[config.mk]
export PLATFORM = sky130hd
export DESIGN_NAME = scsi_ctl_frontend
export DESIGN_NICKNAME = d
export VERILOG_FILES = /design/src/rtl/scsi_fe_pkg.sv /design/src/rtl/scsi_fe_addr_dec.sv /design/src/rtl/scsi_fe_op_dec.sv /design/src/rtl/scsi_fe_rd_mux.sv /design/src/rtl/scsi_ctl_frontend.sv
export SDC_FILE = /design/constraint.sdc
export NUM_CORES = 1
export LEC_CHECK = 0
export BUFFER_PORTS_ARGS = -buffer_cell sky130_fd_sc_hd__buf_2
export CAP_MARGIN = 20
export CORE_MARGIN = 1.5
export CORE_UTILIZATION = 45
export DETAILED_ROUTE_END_ITERATION = 8
export GPL_TIMING_DRIVEN = 1
export HOLD_SLACK_MARGIN = 0.1
export PLACE_DENSITY = 0.72
export SLEW_MARGIN = 20
export SYNTH_ARGS = -nofsm -noshare
export SYNTH_HDL_FRONTEND = slang
export SYNTH_SLANG_ARGS = --single-unit
[constraint.sdc]
create_clock -name clk -period 1.92 [get_ports clk]
set_input_delay 0.288 -clock clk [delete_from_list [all_inputs] [get_ports clk]]
set_output_delay 0.288 -clock clk [all_outputs]
set_load 0.005 [all_outputs]
[src/rtl/scsi_fe_pkg.sv]
package scsi_fe_pkg;

    localparam int NREG  = 16;
    localparam int IDX_W = $clog2(NREG);

    typedef logic [IDX_W-1:0] idx_t;

    // register indices
    localparam idx_t IX_CNT_LO  = 4'd0;
    localparam idx_t IX_CNT_MID = 4'd1;
    localparam idx_t IX_FIFO    = 4'd2;
    localparam idx_t IX_CMD     = 4'd3;
    localparam idx_t IX_STAT    = 4'd4;
    localparam idx_t IX_INTR    = 4'd5;
    localparam idx_t IX_SEQ     = 4'd6;
    localparam idx_t IX_FLAGS   = 4'd7;
    localparam idx_t IX_CFG     = 4'd8;
    localparam idx_t IX_CNT_HI  = 4'd9;

    // status bits
    localparam int         ST_IRQ       = 7;
    localparam int         ST_CNT_ZERO  = 4;
    localparam logic [7:0] ST_MSG_IN    = 8'h07;

    // interrupt reason values
    localparam logic [7:0] RSN_FUNC_DONE = 8'h08;
    localparam logic [7:0] RSN_DISCON    = 8'h20;
    localparam logic [7:0] RSN_BUS_RST   = 8'h80;

    localparam logic [7:0] SEQ_DONE      = 8'd4;
    localparam logic [7:0] VARIANT_CODE  = 8'h04;
    localparam logic [7:0] CFG_RESET     = 8'h07;
    localparam int         CFG_NORPT_BIT = 6;

    typedef enum logic [2:0] {
        OP_NOP,
        OP_FLUSH,
        OP_CHIP_RST,
        OP_BUS_RST,
        OP_CMD_DONE,
        OP_MSG_OK,
        OP_SEL_EN,
        OP_BAD
    } op_e;

    typedef logic [NREG-1:0][7:0] img_t;

    typedef struct packed {
        img_t rd;
        img_t wr;
        logic bad;
    } fe_state_t;

    function automatic img_t rd_reset_img();
        img_t m;
        m            = '0;
        m[IX_CNT_HI] = VARIANT_CODE;
        m[IX_CFG]    = CFG_RESET;
        return m;
    endfunction

endpackage

[src/rtl/scsi_fe_addr_dec.sv]
module scsi_fe_addr_dec
    import scsi_fe_pkg::*;
#(
    parameter int ADDR_SHIFT = 2,
    localparam int AW = IDX_W + ADDR_SHIFT
) (
    input  logic [AW-1:0] addr,
    output idx_t          idx
);

    generate
        if (ADDR_SHIFT > 0) begin : g_strided
            logic unused_low;
            assign unused_low = ^addr[ADDR_SHIFT-1:0];
            assign idx        = addr[AW-1:ADDR_SHIFT];
        end else begin : g_packed
            assign idx = addr;
        end
    endgenerate

endmodule

[src/rtl/scsi_fe_op_dec.sv]
module scsi_fe_op_dec
    import scsi_fe_pkg::*;
(
    input  logic [7:0] cmd_byte,
    output op_e        op,
    output logic       dma
);

    assign dma = cmd_byte[7];

    always_comb begin
        unique case (cmd_byte[6:0])
            7'h00:   op = OP_NOP;
            7'h01:   op = OP_FLUSH;
            7'h02:   op = OP_CHIP_RST;
            7'h03:   op = OP_BUS_RST;
            7'h11:   op = OP_CMD_DONE;
            7'h12:   op = OP_MSG_OK;
            7'h44:   op = OP_SEL_EN;
            default: op = OP_BAD;
        endcase
    end

endmodule

[src/rtl/scsi_fe_rd_mux.sv]
module scsi_fe_rd_mux
    import scsi_fe_pkg::*;
(
    input  img_t       img,
    input  idx_t       idx,
    input  logic       en,
    output logic [7:0] data
);

    assign data = en ? img[idx] : 8'h00;

endmodule

[src/rtl/scsi_ctl_frontend.sv]
module scsi_ctl_frontend
    import scsi_fe_pkg::*;
#(
    parameter int ADDR_SHIFT = 2,
    localparam int AW = IDX_W + ADDR_SHIFT
) (
    input  logic          clk,
    input  logic          rst_n,
    input  logic [AW-1:0] reg_addr,
    input  logic          wr_en,
    input  logic [7:0]    wr_data,
    input  logic          rd_en,
    output logic [7:0]    rd_data,
    input  logic          xfer_done,
    output logic          irq,
    output logic          illegal_cmd,
    output logic [2:0]    target_id,
    output logic [15:0]   xfer_count
);

    idx_t      idx;
    op_e       op;
    logic      op_dma;
    fe_state_t st_d, st_q;

    scsi_fe_addr_dec #(.ADDR_SHIFT(ADDR_SHIFT)) u_addr (
        .addr (reg_addr),
        .idx  (idx)
    );

    scsi_fe_op_dec u_op (
        .cmd_byte (wr_data),
        .op       (op),
        .dma      (op_dma)
    );

    scsi_fe_rd_mux u_rd (
        .img  (st_q.rd),
        .idx  (idx),
        .en   (rd_en),
        .data (rd_data)
    );

    always_comb begin
        st_d     = st_q;
        st_d.bad = 1'b0;
        if (wr_en) begin
            st_d.wr[idx] = wr_data;
            if (idx == IX_CMD) begin
                st_d.rd[IX_CMD] = wr_data;
                if (op_dma) begin
                    st_d.rd[IX_CNT_LO]  = st_q.wr[IX_CNT_LO];
                    st_d.rd[IX_CNT_MID] = st_q.wr[IX_CNT_MID];
                end
                unique case (op)
                    OP_NOP: ;
                    OP_FLUSH: begin
                        st_d.rd[IX_INTR]  = RSN_FUNC_DONE;
                        st_d.rd[IX_SEQ]   = 8'h00;
                        st_d.rd[IX_FLAGS] = 8'h00;
                    end
                    OP_CHIP_RST: begin
                        st_d.rd = rd_reset_img();
                        st_d.wr = '0;
                    end
                    OP_BUS_RST: begin
                        st_d.rd[IX_INTR] = RSN_BUS_RST;
                        if (!st_q.wr[IX_CFG][CFG_NORPT_BIT])
                            st_d.rd[IX_STAT][ST_IRQ] = 1'b1;
                    end
                    OP_CMD_DONE: begin
                        st_d.rd[IX_INTR]         = RSN_FUNC_DONE;
                        st_d.rd[IX_STAT]         = st_q.rd[IX_STAT] | ST_MSG_IN;
                        st_d.rd[IX_STAT][ST_IRQ] = 1'b1;
                    end
                    OP_MSG_OK: begin
                        st_d.rd[IX_INTR]         = RSN_DISCON;
                        st_d.rd[IX_SEQ]          = 8'h00;
                        st_d.rd[IX_STAT][ST_IRQ] = 1'b1;
                    end
                    OP_SEL_EN: begin
                        st_d.rd[IX_INTR] = 8'h00;
                    end
                    OP_BAD: begin
                        st_d.bad = 1'b1;
                    end
                endcase
            end else if (idx >= IX_CFG && idx != IX_CNT_HI) begin
                st_d.rd[idx] = wr_data;
            end
        end else if (rd_en && idx == IX_INTR) begin
            st_d.rd[IX_INTR]              = 8'h00;
            st_d.rd[IX_STAT][ST_CNT_ZERO] = 1'b0;
            st_d.rd[IX_STAT][ST_IRQ]      = 1'b0;
            st_d.rd[IX_SEQ]               = SEQ_DONE;
        end
        if (xfer_done)
            st_d.rd[IX_STAT][ST_CNT_ZERO] = 1'b1;
    end

    always_ff @(posedge clk) begin
        if (!rst_n) begin
            st_q.rd  <= rd_reset_img();
            st_q.wr  <= '0;
            st_q.bad <= 1'b0;
        end else begin
            st_q <= st_d;
        end
    end

    assign irq         = st_q.rd[IX_STAT][ST_IRQ];
    assign illegal_cmd = st_q.bad;
    assign target_id   = st_q.wr[IX_STAT][2:0];
    assign xfer_count  = {st_q.rd[IX_CNT_MID], st_q.rd[IX_CNT_LO]};

endmodule

==> summary.md <==
| Metric | Value |
|---|---|
| Status | `complete, but fails checks` |
| Failing checks | `setup timing` |
| Path depth of the worst reg2reg path | `4` |
| Setup TNS | `-0.681 ns` |
| Num rows | `44` |
| Reg area | `0.00301 sq mm` |
| Crit path max fanout | `2` |
| XOR/XNOR Fraction of Synth Area | `0.266%` |
| Max Cap Viol | `0` |
| Critical Path AT | `between 1.5 and 2 ns` |
| Worst endpoint required time | `between 1.5 and 2 ns` |
| Final Cycle Share | `106%` |
| DR DRC count | `0` |
| Synthesis-to-finish area growth | `22.0%` |
| Fillers | `1205` |
| Area leader, netlist | `dfxtp_1` |
| Worst setup path class | `reg -> out` |
| Clock sinks | `149` |
| 1st-iter DRT viols | `578` |
| Asr flop ratio synth | `0%` |
| Die area | `0.0154 sq mm` |
| Min-delay src | `xfer_done` |
| Root buffer cell | `clkbuf_16` |
| CTS H-Tree Depth | `4` |
| Grt ovf | `0` |
| Die H | `roughly 120 um` |
| Pwr/cell area | `881 mW/mm^2` |
| Ant. Diodes | `0` |
| Num CTS Buffers | `17` |
| Synth Area in Adders | `0%` |
| Largest family of logic cells by synthesized area | `compound AO/OA/AOI/OAI gates` |
| Critical Path Source Type | `flop` |
| Mapped Area | `0.00659 sq mm` |
| Max Clk Rate | `0.490 GHz` |
| Post-Synth Simple-Gate Area | `16.8%` |
| Top cells by area, synth | `dfxtp_1 45%, mux4_2 11%, and2_1 4.1%` |
| Worst skew pair latency | `0.43 ns` |
| Mux cell area share after synthesis | `between 10% and 20%` |
| Port-buffer cells | `45` |
| Post-Syn Area per Cell | `10.1 sq um` |
| Hold EP | `st_q[165]` |
| Initial Util | `45.7%` |
| Initial antenna violation count | `0` |
| Cell with the most instances after synthesis | `dfxtp_1` |
| First-pass detailed-route iteration total | `5` |
| Gp weighted congestion | `0.902` |
| Worst Hold Class | `in -> reg` |
| Number of global-route vias before repair | `roughly 5400` |
| Final Util | `55.7%` |
| Die W | `124 um` |
| Pwr Total | `7.08 mW` |
| Final worst slack | `-0.123 ns` |
| NumNets Final | `749` |
| Top post-synthesis cells by count | `149 x dfxtp_1, 51 x nand2_1, 43 x and2_1` |
| DP Wirelength | `around 14000 um` |
| Worst-path clk slew | `0.06 ns` |
| Clock skew | `0.00862 ns` |
| Worst hold stages | `3` |
| End of the worst register-to-register path | `st_q[165]` |
| Fin. max-slew vios | `0` |
| Gr usage total | `26.1%` |
| Final Setup Violations | `8` |
| Global-route wire length before repair | `between 20000 and 30000 um` |
| Core Region | `approximately 0.014 sq mm` |
| Via count | `5601` |
| Post-route ant nets | `0` |
| Post-CTS Hold Fix Bufs | `0` |
| Register area share after synthesis | `a little under half` |
| Cell variety after synth | `58` |
| Main synth FF type | `dfxtp_1` |
| RR Startpoint | `st_q[165]` |
| CTS tree | `done` |
| IO Pins | `48` |
| Synth warnings | `0` |
| RSZ-0062 raised after global routing | `yes` |
| FF+latch count, synth | `149` |
| Critical Path End Type | `output port` |
| Vias per cell | `6.04` |
| Count of flip-flops with a built-in enable after synthesis | `0` |
| Synthesized net count | `671` |
| Minimum clock period | `2.04 ns` |
| Multi-input gate area | `0.00323 sq mm` |
| Pleak | `3.16 nW` |
| Routed len/inst | `between 20 and 25 um` |
| Final hold violation count | `0` |
| Synth Area in Compound Gates | `17.4%` |
| Area share of the largest cell type after synthesis | `45.3%` |
| Worst-Margin Slew | `0.818 ns` |
| Mapped Cells | `652` |
| R2r setup slk | `slightly below 1 ns` |
| Slew headroom | `45.4%` |
| CTS max path bufs | `2` |
| Share of layout cells above drive strength 1 | `31.9%` |
| Peak supply drop | `between 600 and 700 uV` |
| Drt total wl | `19200 um` |
| Largest net degree at the start of global routing | `41` |
==> worst max-delay path, cell delays in order, from the launching register on <==
cell and delay (ns):
dfxtp_1 0.33, mux4_2 0.51, mux2i_2 0.22, o22ai_2 0.11, buf_2 0.16
==> layout by cell type (no fill, tap or decap), drive strengths merged, types with 2 or more instances in the layout <==
| cell type | n |
|---|---|
| dfxtp | 149 |
| buf | 131 |
| nand2 | 51 |
| o21ai | 45 |
| and2 | 44 |
| nor2 | 39 |
| nand3 | 36 |
| mux4 | 32 |
| a21oi | 32 |
| clkbuf | 24 |
| a22o | 23 |
| mux2i | 19 |
| o22ai | 17 |
| a32o | 13 |
| a221oi | 13 |
| nor3 | 7 |
| nand2b | 6 |
| nor2b | 4 |
| a211oi | 4 |
| clkinv | 4 |
| nor4 | 4 |
| o21a | 3 |
| and3 | 3 |
| inv | 3 |
| a211o | 3 |
| nor3b | 3 |
| o2bb2ai | 2 |
| or3 | 2 |
| nand3b | 2 |
| o221a | 2 |
| clkinvlp | 2 |
| bufinv | 2 |
| nor4b | 2 |
==> state kept, by name, indices dropped and copies added, names as in the netlist <==
| name | cells |
|---|---|
| xfer_count | 16 |
| irq | 1 |
| target_id | 3 |
| illegal_cmd | 1 |
| st_q | 128 |
==> layer usage <==
metal  vias up  global-route usage (%)  wire length [um]
li1       2544                       -                 -
met1      2721                    35.4              8150
met2       286                    39.8              8840
met3        50                    6.04              1650
met4         0                    11.6               555
met5         -                       0                 0
==> repair_timing <==
action                     CTS  global route
pin swaps                    3             3
gates resized for setup     14            18
setup endpoints to repair    8             8
buffers inserted             2             1
gates cloned                 0             0
==> worst max-delay path by stage <==
stage,from,endpoint,slack [ns],cells after the start
after CTS,xfer_count[3],rd_data[3],-0.11,4
after global routing,xfer_count[3],rd_data[3],-0.17,4
after floorplan,reg_addr[3],rd_data[6],0.14,6
after detailed placement,reg_addr[3],st_q[188],-0.19,8
after global placement,reg_addr[2],rd_data[4],-0.15,6
final,st_q[156],rd_data[3],-0.12,4
==> per-stage QoR <==
step	std cells	hold WS (ns)	area, sq um	setup WS, ns
2_1_floorplan	652	0.406	6590	0.142
3_3_place_gp	892	0.428	7330	-0.145
3_5_place_dp	892	0.440	7330	-0.187
4_1_cts	926	0.158	7980	-0.115
5_1_grt	927	0.195	8030	-0.170
6_report	927	0.193	8030	-0.123
==> logic make-up (layout without fill, tap and decap cells) <==
kind of cell | Yosys count | count (layout)
simple gates | 211 | 211
compound gates | 164 | 164
flops | 149 | 149
buf+inv | 75 | 166
mux | 51 | 51
xor+xnor | 2 | 2
==> cell type report <==
type | count | area share (%)
multi-input cells | 428 | 40.1
flip-flops and latches | 149 | 37.5
repair buffers | 131 | 11.8
clock buffers | 24 | 6.37
well taps | 184 | 2.87
clock inverters | 8 | 1.18
inverters | 3 | 0.140
==> report_power, final <==
part	leakage (nW)	internal, mW	switching, mW	total, mW
clock	0.298	2.11	1.27	3.38
sequential	1.21	3.12	0.0188	3.14
combinational	1.65	0.228	0.337	0.565
total	3.16	5.46	1.62	7.08
Note: power is estimated with default switching activity, not from simulation.
